[src/rtl/seg_loader_pkg.sv]
package seg_loader_pkg;

   localparam int unsigned BYTE_BITS   = 8;
   localparam int unsigned NUM_SPECIAL = 4;

   typedef struct packed {
      logic [NUM_SPECIAL-1:0] special; // bit0 = SP1
      logic [1:0]             mode;    // {Q7,Q6}
      logic                   sync;
   } ctrl_fields_t;

   // Control byte as held: bit7 first shifted (SP1) ... bit0 last (SYNC)
   function automatic ctrl_fields_t decode_ctrl(input logic [BYTE_BITS-1:0] b);
      ctrl_fields_t f;
      for (int i = 0; i < NUM_SPECIAL; i++) begin
         f.special[i] = b[BYTE_BITS-1-i];
      end
      f.mode = {b[1], b[2]};
      f.sync = b[0];
      return f;
   endfunction

endpackage

[src/rtl/seg_loader_sync.sv]
module seg_loader_sync #(
   parameter int unsigned WIDTH     = 1,
   parameter int unsigned STAGES    = 2,
   parameter logic [WIDTH-1:0] RST_VAL = '0
) (
   input  logic             clk_i,
   input  logic             rst_ni,
   input  logic [WIDTH-1:0] d_i,
   output logic [WIDTH-1:0] q_o
);

   generate
      if (STAGES < 2) begin : g_bad_stages
         $error("seg_loader_sync: STAGES must be at least 2");
      end
   endgenerate

   for (genvar w = 0; w < WIDTH; w++) begin : g_bit
      logic [STAGES-1:0] chain_q;
      always_ff @(posedge clk_i or negedge rst_ni) begin
         if (!rst_ni) chain_q <= {STAGES{RST_VAL[w]}};
         else         chain_q <= {chain_q[STAGES-2:0], d_i[w]};
      end
      assign q_o[w] = chain_q[STAGES-1];
   end

endmodule

[src/rtl/seg_loader_frontend.sv]
module seg_loader_frontend #(
   parameter int unsigned BITS      = 8,
   parameter int unsigned NUM_BYTES = 5,
   localparam int unsigned BIT_W    = $clog2(BITS),
   localparam int unsigned BYTE_W   = $clog2(NUM_BYTES + 1)
) (
   input  logic              clk_i,
   input  logic              rst_ni,
   input  logic              cs_n_s_i,
   input  logic              sck_s_i,
   input  logic              sdi_s_i,
   output logic              byte_valid_o,
   output logic [BITS-1:0]   byte_data_o,
   output logic [BYTE_W-1:0] byte_idx_o
);

   localparam logic [BIT_W-1:0]  LAST_BIT = BIT_W'(BITS - 1);
   localparam logic [BYTE_W-1:0] CAP      = BYTE_W'(NUM_BYTES);

   logic              cs_n_q, sck_q;
   logic              cs_fall, sck_rise, frame_full, take_bit;
   logic [BIT_W-1:0]  bit_cnt_q;
   logic [BYTE_W-1:0] byte_cnt_q;
   logic [BITS-1:0]   shreg_q;
   logic [BITS-1:0]   next_shreg;

   always_ff @(posedge clk_i or negedge rst_ni) begin
      if (!rst_ni) begin
         cs_n_q <= 1'b1;
         sck_q  <= 1'b0;
      end else begin
         cs_n_q <= cs_n_s_i;
         sck_q  <= sck_s_i;
      end
   end

   assign cs_fall    = cs_n_q & ~cs_n_s_i;
   assign sck_rise   = sck_s_i & ~sck_q & ~cs_n_s_i;
   assign frame_full = (byte_cnt_q == CAP);
   assign take_bit   = sck_rise & ~frame_full & ~cs_fall;
   assign next_shreg = {shreg_q[BITS-2:0], sdi_s_i};

   always_ff @(posedge clk_i or negedge rst_ni) begin
      if (!rst_ni) begin
         bit_cnt_q  <= '0;
         byte_cnt_q <= '0;
         shreg_q    <= '0;
      end else if (cs_fall) begin
         bit_cnt_q  <= '0;
         byte_cnt_q <= '0;
      end else if (take_bit) begin
         shreg_q <= next_shreg;
         if (bit_cnt_q == LAST_BIT) begin
            bit_cnt_q  <= '0;
            byte_cnt_q <= byte_cnt_q + 1'b1;
         end else begin
            bit_cnt_q <= bit_cnt_q + 1'b1;
         end
      end
   end

   assign byte_valid_o = take_bit & (bit_cnt_q == LAST_BIT);
   assign byte_data_o  = next_shreg;
   assign byte_idx_o   = byte_cnt_q;

   assert_cnt_clear_R7: assert property (@(posedge clk_i) disable iff (!rst_ni)
      cs_fall |=> (bit_cnt_q == '0 && byte_cnt_q == '0));

   assert_idle_when_deselected_R8: assert property (@(posedge clk_i) disable iff (!rst_ni)
      cs_n_s_i |-> !byte_valid_o);

   assert_frame_cap_R9: assert property (@(posedge clk_i) disable iff (!rst_ni)
      byte_cnt_q <= CAP);

endmodule

[src/rtl/seg_loader_bank.sv]
module seg_loader_bank #(
   parameter int unsigned BITS       = 8,
   parameter int unsigned NUM_DIGITS = 4,
   localparam int unsigned NUM_BYTES = NUM_DIGITS + 1,
   localparam int unsigned BYTE_W    = $clog2(NUM_BYTES + 1)
) (
   input  logic                       clk_i,
   input  logic                       rst_ni,
   input  logic                       byte_valid_i,
   input  logic [BITS-1:0]            byte_data_i,
   input  logic [BYTE_W-1:0]          byte_idx_i,
   output logic [NUM_DIGITS*BITS-1:0] digits_o,
   output logic [BITS-1:0]            ctrl_o
);

   logic [NUM_BYTES-1:0] wr_en;

   for (genvar g = 0; g < NUM_BYTES; g++) begin : g_slot
      logic [BITS-1:0] slot_q;
      assign wr_en[g] = byte_valid_i & (byte_idx_i == BYTE_W'(g));
      always_ff @(posedge clk_i or negedge rst_ni) begin
         if (!rst_ni)       slot_q <= '0;
         else if (wr_en[g]) slot_q <= byte_data_i;
      end
      if (g < NUM_DIGITS) begin : g_digit
         assign digits_o[g*BITS +: BITS] = slot_q;
      end else begin : g_ctrl
         assign ctrl_o = slot_q;
      end
   end

   assert_one_target_R3: assert property (@(posedge clk_i) disable iff (!rst_ni)
      $onehot0(wr_en));

   assert_hold_without_byte_R5: assert property (@(posedge clk_i) disable iff (!rst_ni)
      !byte_valid_i |=> ($stable(digits_o) && $stable(ctrl_o)));

   assert_index_in_range_R9: assert property (@(posedge clk_i) disable iff (!rst_ni)
      byte_valid_i |-> (byte_idx_i < BYTE_W'(NUM_BYTES)));

endmodule

[src/rtl/seg_loader.sv]
module seg_loader
   import seg_loader_pkg::*;
#(
   parameter int unsigned NUM_DIGITS  = 4,
   parameter int unsigned SYNC_STAGES = 2
) (
   input  logic                            clk_i,
   input  logic                            rst_ni,
   input  logic                            cs_ni,
   input  logic                            sck_i,
   input  logic                            sdi_i,
   output logic [NUM_DIGITS*BYTE_BITS-1:0] digits_o,
   output logic [NUM_SPECIAL-1:0]          special_o,
   output logic [1:0]                      mode_o,
   output logic                            sync_o
);

   localparam int unsigned NUM_BYTES = NUM_DIGITS + 1;
   localparam int unsigned BYTE_W    = $clog2(NUM_BYTES + 1);

   generate
      if (NUM_DIGITS < 1) begin : g_bad_digits
         $error("seg_loader: NUM_DIGITS must be at least 1");
      end
   endgenerate

   logic                 cs_n_s, sck_s, sdi_s;
   logic                 byte_valid;
   logic [BYTE_BITS-1:0] byte_data;
   logic [BYTE_W-1:0]    byte_idx;
   logic [BYTE_BITS-1:0] ctrl_raw;
   ctrl_fields_t         ctrl_f;

   seg_loader_sync #(
      .WIDTH   (3),
      .STAGES  (SYNC_STAGES),
      .RST_VAL (3'b100)
   ) u_sync (
      .clk_i  (clk_i),
      .rst_ni (rst_ni),
      .d_i    ({cs_ni, sck_i, sdi_i}),
      .q_o    ({cs_n_s, sck_s, sdi_s})
   );

   seg_loader_frontend #(
      .BITS      (BYTE_BITS),
      .NUM_BYTES (NUM_BYTES)
   ) u_front (
      .clk_i        (clk_i),
      .rst_ni       (rst_ni),
      .cs_n_s_i     (cs_n_s),
      .sck_s_i      (sck_s),
      .sdi_s_i      (sdi_s),
      .byte_valid_o (byte_valid),
      .byte_data_o  (byte_data),
      .byte_idx_o   (byte_idx)
   );

   seg_loader_bank #(
      .BITS       (BYTE_BITS),
      .NUM_DIGITS (NUM_DIGITS)
   ) u_bank (
      .clk_i        (clk_i),
      .rst_ni       (rst_ni),
      .byte_valid_i (byte_valid),
      .byte_data_i  (byte_data),
      .byte_idx_i   (byte_idx),
      .digits_o     (digits_o),
      .ctrl_o       (ctrl_raw)
   );

   assign ctrl_f    = decode_ctrl(ctrl_raw);
   assign special_o = ctrl_f.special;
   assign mode_o    = ctrl_f.mode;
   assign sync_o    = ctrl_f.sync;

   assert_reset_clear_R1: assert property (@(posedge clk_i)
      !rst_ni |-> (digits_o == '0 && special_o == '0 && mode_o == '0 && !sync_o));

endmodule

[config.mk]
export PLATFORM = sky130hd
export DESIGN_NAME = seg_loader
export DESIGN_NICKNAME = d
export VERILOG_FILES = /design/src/rtl/seg_loader_pkg.sv /design/src/rtl/seg_loader_sync.sv /design/src/rtl/seg_loader_frontend.sv /design/src/rtl/seg_loader_bank.sv /design/src/rtl/seg_loader.sv
export SDC_FILE = /design/constraint.sdc
export NUM_CORES = 1
export LEC_CHECK = 0
export CORE_UTILIZATION = 40
export DETAILED_ROUTE_END_ITERATION = 16
export PLACE_DENSITY = 0.74
export SLEW_MARGIN = 15
export SYNTH_ARGS = -nofsm -noshare
export SYNTH_HDL_FRONTEND = slang
export SYNTH_SLANG_ARGS = --single-unit
[constraint.sdc]
create_clock -name clk_i -period 2.33 [get_ports clk_i]
set_input_delay 0.466 -clock clk_i [delete_from_list [all_inputs] [get_ports clk_i]]
set_output_delay 0.466 -clock clk_i [all_outputs]
set_load 0.02 [all_outputs]
==> results of run 1 <==
[cell type report]
type | instances | area, um2 | area share (%)
multi-input combinational | 88 | 819.5 | 26.09
tap | 72 | 90.09 | 2.867
clock inverter | 4 | 72.57 | 2.310
inverter | 3 | 11.26 | 0.3584
timing repair buffer | 51 | 498.0 | 15.85
clock buffer | 12 | 145.1 | 4.620
sequential | 60 | 1505 | 47.91
[synthesized netlist by cell type, drive strengths merged]
| cell | count |
|---|---|
| dfrtp | 57 |
| mux2 | 46 |
| a21oi | 7 |
| ha | 7 |
| nand3 | 5 |
| o21ai | 5 |
| dfstp | 3 |
| inv | 3 |
| nand2 | 3 |
| nand4 | 3 |
| clkbuf | 2 |
| nor2b | 2 |
| a211oi | 1 |
| a21bo | 1 |
| a21boi | 1 |
| and2 | 1 |
| and3 | 1 |
| buf | 1 |
| nor2 | 1 |
| nor3b | 1 |
| nor4 | 1 |
| or3b | 1 |
| or4 | 1 |
[power groups by stage]
stage | combinational, W | sequential, W | clock [W]
final | 0.0000803 | 0.00115 | 0.00101
after global routing | 0.0000908 | 0.00116 | 0.00108
after CTS | 0.0000828 | 0.00115 | 0.00103
after detailed placement | 0.0000826 | 0.00117 | 0
after global placement | 0.0000798 | 0.00117 | 0
after floorplan | 0.0000455 | 0.00114 | 0
[critical path: stages (launching register included)]
cell	delay, ps
dfrtp_1	400
inv_1	80
ha_1	250
a21oi_1	310
nand3_1	410
mux2_2	400
[registers in the layout (all words and copies together) (netlist names)]
register              count
u_front.byte_idx_o        3
u_front.sck_q             1
u_bank.g_slot.slot_q     32
u_sync.g_bit.chain_q      6
u_front.cs_n_q            1
u_front.bit_cnt_q         3
u_front.shreg_q           7
u_bank.ctrl_o             7
[how the worst max path moves through the flow]
| stage | from | to | slack [ps] | cells past startpoint |
|---|---|---|---|---|
| after floorplan | u_front.sck_q | u_bank.g_slot[1].slot_q[0] | 560 | 4 |
| after global placement | u_front.byte_idx_o[1] | u_bank.ctrl_o[1] | 410 | 5 |
| after detailed placement | u_front.byte_idx_o[1] | u_bank.ctrl_o[2] | 370 | 5 |
| after CTS | u_front.byte_idx_o[1] | u_bank.ctrl_o[7] | 330 | 5 |
| after global routing | u_front.bit_cnt_q[0] | u_bank.g_slot[1].slot_q[0] | 270 | 5 |
| final | u_front.byte_idx_o[1] | u_bank.ctrl_o[7] | 360 | 5 |
[layer usage]
layer  track usage [%]  part of all wire (%)  up-vias
met4             7.778                   2.1        0
met3             6.163                   6.4       10
met1             20.08                    45      719
met2             24.17                    47       35
met5                 0                     0        -
li1                  -                     -      672
[cells by family after synthesis]
group / Yosys count / synth area share, %
and+or+nand+nor: 20 / 5.488
DFF: 60 / 64.09
AOI/OAI and AO/OA: 15 / 3.623
buffers and inverters: 6 / 1.012
adders and majority gates: 7 / 3.729
muxes: 46 / 22.06
[per-stage QoR]
stage               total power, W  util, %  std cells
finish                    0.002242    56.36        290
global route              0.002330    56.36        290
CTS                       0.002264    56.36        290
detailed placement        0.001251    52.46        274
global placement          0.001246    52.46        274
floorplan                 0.001190        -        154
==> metrics.md, run 1 <==
| Metric | Value |
|---|---|
| Run status | `completed` |
| Most area-hungry cell type in the Yosys netlist | `dfrtp_1` |
| Endpoints failing hold | `0` |
| Leak pwr | `1.474 nW` |
| Net switching component of the power | `0.0004823 W` |
| Clock-pin slew of the registers on the worst-case setup and hold paths | `60 ps` |
| Number of filler instances in the final layout | `466` |
| Terminus of the critical flop-to-flop path | `u_bank.ctrl_o[7]` |
| Initial Util | `42.13%` |
| Pwr/cell area | `713.6 nW/um2` |
| Register-to-Register Path Depth | `5` |
| RSZ-0062 raised after global routing | `no` |
| Final period utilization | `84.53%` |
| Combinational fraction of design power | `3.6%` |
| Max frequency | `507.7 MHz` |
| Via count of the first global-routing pass | `1451` |
| Maximum fanout along the worst path | `7` |
| Port Buffer Count | `43` |
| Area added between synthesis and finish | `33.78%` |
| Critical path endpoint category | `flip-flop` |
| Largest net degree at the start of global routing | `27` |
| Fraction of final layout cells with drive strength greater than 1 | `33.94%` |
| Worst slew margin relative to its limit | `63.39%` |
| Chip height | `78.63 um` |
| Most frequent cells in the layout | `dfrtp_1, mux2_2, clkdlybuf4s50_1` |
| Post-CTS setup-driven buffer insertion count | `0` |
| CTS Buf Count | `9` |
| Core ar. | `5574 um2` |
| Post-synth cell types | `23` |
| Number of remaining DRC errors | `0` |
| Avg Inst Size Synth | `15.25 um2` |
| CTS Hold Buffers Added | `0` |
| Routed WL | `4.366 mm` |
| Synthesis Warnings | `0` |
| Post-placement cell area | `2924 um2` |
| Hold crit path type | `primary input to async pin` |
| HPWL after DPL | `2.999 mm` |
| Post-placement setup slack | `367.7 ps` |
| Number of pins with negative max-slew slack in the final report | `0` |
| Clock skew | `6.551 ps` |
| First-pass GRT wire length | `7.245 mm` |
| Die Outline Area | `6182 um2` |
| Cell area after synthesis | `2349 um2` |
| Top-area cell type share of the netlist area | `60.74%` |
| Total global-route track usage | `16.02%` |
| Routed WL per cell | `15.06 um` |
| Flop-to-flop setup slack | `360 ps` |
| Net count, final | `225` |
| Diodes inserted | `0` |
| Most common cell after layout, fill and taps aside | `dfrtp_1` |
| Part of the total power dissipated in sequential elements | `51.2%` |
| Number of storage elements in the synthesis netlist | `60` |
| Vias after detailed routing | `1436` |
| GR Overflow Total | `0` |
| Antenna Nets Post-Route | `0` |
| Data arrival, critical path | `2190 ps` |
| Pre-Repair DR Iteration Count | `4` |
| CTS Sinks | `60` |
| Switching share of total power | `21.51%` |
| Initial antenna violation count | `0` |
| Final critical-path setup slack | `360.4 ps` |
| Part of the Yosys area used for sequential elements | `64.09%` |
| Number of max-capacitance violations reported | `0` |
| WHS | `87.11 ps` |
| Minimum clock period | `1970 ps` |
| Net count of the mapped netlist | `166` |
| Worst voltage drop across the vdd grid | `0.3907 mV` |
| Root buffer cell | `clkbuf_8` |
| Post-route design area | `3142 um2` |
| Data required time at the worst endpoint | `2550 ps` |
| Syn Inst Count | `154` |
| Maximum level of the CTS H-tree | `3` |
| Final setup TNS | `0 ps` |
| Post-cts repair resize count | `0` |
| Slew at the pin closest to its max-slew limit | `545.1 ps` |
| Max Root-Sink Buffers | `2` |
| Width of the die | `78.63 um` |
| Share of power burned in the clock network | `45.3%` |
| Critical Setup Path Class | `flip-flop to flip-flop` |
| Count of final setup violators | `0` |
| Beginning of the worst register-to-register path | `u_front.byte_idx_o[1]` |
| Number of core rows | `27` |
| Area contributors post-synth | `dfrtp_1, mux2_2, ha_1, dfstp_2, a21oi_1` |
| DR vias/cell | `4.952` |
| Io pins | `44` |
| Clock tree from TritonCTS | `built` |
| Internal | `0.001760 W` |
| Category of the worst setup path launch point | `flip-flop` |
| Clock latency on the worst-skew pair | `340 ps` |
| Final GP Congestion | `0.8558` |
| Number of DRC markers in iteration 0 | `72` |
No activity file was read; power rests on OpenSTA's default activity.
==> run 2, diff against run 1 <==
- clock period: 2.33 -> 1.85 ns (I/O delays scaled with it)
==> run 2 against run 1 <==
Count of clock-buffer cells in the layout is the same; critical endpoint is now u_bank.g_slot[2].slot_q[1]; critical path type unchanged; sequential cell count is the same; first-iteration DRC count shrank 14%.
==> metrics.md, run 2 (synthesized netlist as in run 1, its figures left out) <==
| Metric | Value |
|---|---|
| Initial antenna violation count | `0 (unchanged)` |
| Width of the die | `78.63 um (unchanged)` |
| Endpoints failing hold | `0 (unchanged)` |
| Number of flip-flops in the largest register | `32 (unchanged)` |
| Data arrival, critical path | `1930 ps (-260 ps)` |
| Post-placement setup slack | `86.19 ps (-281.5 ps)` |
| Pre-Repair DR Iteration Count | `5 (+1)` |
| Clock skew | `6.798 ps (+0.2473 ps)` |
| Largest reg by FF count | `u_bank.g_slot.slot_q` |
| Met2 Resource Use GR | `24.52% (+0.35 points)` |
| Critical Setup Path Class | `flip-flop to flip-flop` |
| Footprint of the multi-input gates | `822.0 um2 (+0.31%)` |
| Port Buffer Count | `43 (unchanged)` |
| Leak pwr | `1.505 nW (+2.1%)` |
| GR Overflow Total | `0 (unchanged)` |
| Busiest layer in global routing | `met2` |
| HPWL after DPL | `3.001 mm (about the same)` |
| Share of power burned in the clock network | `43.2% (-2.1 points)` |
| CTS Sinks | `60 (unchanged)` |
| Maximum level of the CTS H-tree | `3 (unchanged)` |
| Ordered cell list for the critical path | `ha_1 -> a21oi_1 -> nand4_1 -> buf_12 -> mux2_2` |
| Area of all sequential standard cells | `1505 um2 (unchanged)` |
| Number of remaining DRC errors | `0 (unchanged)` |
| Initial Util | `42.13% (unchanged)` |
| Clock-pin slew of the registers on the worst-case setup and hold paths | `70 ps (about the same)` |
| Combinational fraction of design power | `3.7% (about the same)` |
| Net count, final | `230 (+2.2%)` |
| Final GP Congestion | `0.7951 (-7.1%)` |
| Most frequent cells in the layout | `dfrtp_1, mux2_2, clkdlybuf4s50_1` |
| Die Outline Area | `6182 um2 (unchanged)` |
| Minimum clock period | `1719 ps (-250.8 ps)` |
| Met1 usage in global routing | `20.95% (+0.87 points)` |
| Number of pins with negative max-slew slack in the final report | `0 (unchanged)` |
| CTS Hold Buffers Added | `0 (unchanged)` |
| Final critical-path setup slack | `131.1 ps (-229.2 ps)` |
| Category of the worst setup path launch point | `flip-flop` |
| Largest net degree at the start of global routing | `61 (+130%)` |
| CTS Buf Count | `9 (unchanged)` |
| Internal | `0.002114 W (+20%)` |
| Data required time at the worst endpoint | `2060 ps (-490 ps)` |
| RSZ-0062 raised after global routing | `yes` |
| Diodes inserted | `0 (unchanged)` |
| Number of core rows | `27 (unchanged)` |
| DR vias/cell | `4.831 (-2.4%)` |
| Total global-route track usage | `16.43% (+0.42 points)` |
| Root buffer cell | `clkbuf_8` |
| Max Root-Sink Buffers | `2 (unchanged)` |
| Routed WL per cell | `15.09 um (+0.22%)` |
| Core ar. | `5574 um2 (unchanged)` |
| Chip height | `78.63 um (unchanged)` |
| Io pins | `44 (unchanged)` |
| Worst path max stage delay | `410 ps (about the same)` |
| Routed WL | `4.451 mm (+1.9%)` |
| Met3 demand-to-capacity share in global routing | `6.163% (unchanged)` |
| Most common cell after layout, fill and taps aside | `dfrtp_1` |
| Max frequency | `581.8 MHz (+15%)` |
| Area added between synthesis and finish | `35.91%` |
| Number of DRC markers in iteration 0 | `62 (-14%)` |
| Final setup TNS | `0 ps (unchanged)` |
| Worst slew margin relative to its limit | `70.11% (+6.7 points)` |
| Maximum fanout along the worst path | `8 (+1)` |
| Via count of the first global-routing pass | `1522 (+4.9%)` |
| Slew at the pin closest to its max-slew limit | `447.5 ps (-97.63 ps)` |
| Final period utilization | `92.91% (+8.4 points)` |
| Switching share of total power | `22.34% (+0.83 points)` |
| Critical path endpoint category | `flip-flop` |
| Final core utilization | `57.26% (+0.90 points)` |
| Count of final setup violators | `0 (unchanged)` |
| Vias after detailed routing | `1425 (-0.77%)` |
| Hold crit path type | `primary input to async pin` |
| Net switching component of the power | `0.0006081 W (+26%)` |
| Slowest library cell on the worst path | `dfrtp_1` |
| Worst voltage drop across the vdd grid | `0.7567 mV (+94%)` |
| Fraction of final layout cells with drive strength greater than 1 | `36.32% (+2.4 points)` |
| Number of filler instances in the final layout | `450 (-3.4%)` |
| Pwr/cell area | `852.8 nW/um2 (+20%)` |
| Part of the total power dissipated in sequential elements | `53.1% (+1.9 points)` |
| Antenna Nets Post-Route | `0 (unchanged)` |
| Number of max-capacitance violations reported | `0 (unchanged)` |
| Run status | `completed` |
| Clock latency on the worst-skew pair | `330 ps (about the same)` |
| First-pass GRT wire length | `7.431 mm (+2.6%)` |
| Tot Pwr | `0.002722 W (+21%)` |
| Clock tree from TritonCTS | `built` |
-- run 2: cell types whose count changed in the layout (fill, tap and decap cells not counted), sizes merged --
cell and change:
bufinv -1, buf +5, clkinv +1
-- run 2: power groups by stage --
stage                     registers [W]   logic, W  clock network (W)
after floorplan                 0.00144  0.0000573                  0
after global placement          0.00147   0.000101                  0
after detailed placement        0.00147   0.000104                  0
after CTS                       0.00145   0.000104            0.00121
after global routing            0.00146   0.000115            0.00127
final                           0.00145   0.000101            0.00117
-- run 2: timing repair --
item / CTS / global route
setup buffers: 0 / 0
resized for setup: 0 / 1
endpoints found under the setup margin: 0 / 29
-- run 2: path summary, 6_finish.rpt --
check | startpoint | to | slack [ps] | cells past startpoint
max | u_front.byte_idx_o[0] | u_bank.g_slot[2].slot_q[1] | 130 | 5
min in group clk_i | u_sync.g_bit[1].chain_q[0] | u_sync.g_bit[1].chain_q[1] | 350 | 0
min | rst_ni | u_bank.g_slot[1].slot_q[3] | 30 | 2
max in group asynchronous | rst_ni | u_front.cs_n_q | 1500 | 2
max reg2reg | u_front.byte_idx_o[0] | u_bank.g_slot[2].slot_q[1] | 130 | 5
min reg2reg | u_sync.g_bit[1].chain_q[0] | u_sync.g_bit[1].chain_q[1] | 350 | 0
-- run 2: layer usage --
layer / share of wire [%] / routed length (um)
met1: 47 / 2087
met4: 1.1 / 51
met5: 0 / 0
met3: 5.0 / 223
met2: 47 / 2088
-- run 2: area by class of cell --
cell class,count,area share [%]
Clock inverter,4,1.490
Clock buffer,12,4.861
Multi-Input combinational cell,88,25.75
Timing Repair Buffer,56,17.56
Sequential cell,60,47.16
Tap cell,72,2.822
Inverter,3,0.3528
-- run 2: metrics by stage --
stage,cell area [um2],instances,hold WS [ps]
after floorplan,2349,154,74.41
after global placement,2987,279,333.2
after detailed placement,2987,279,337.9
after CTS,3189,295,32.73
after global routing,3192,295,35.25
final,3192,295,27.91
-- run 2: worst max-delay path: cells and delay by family (launching register included) --
family          cells  cell delay [ps]
buf+inv             1              190
compound gates      1              320
simple gates        1              210
flops               1              410
fa+ha+maj           1              220
mux                 1              270
==> run 3, diff against run 2 <==
- ABC_CLOCK_PERIOD_IN_PS: default -> 1850
==> results of run 3 <==
Same layout as run 2: the final DEF is identical, and so are final timing and power.
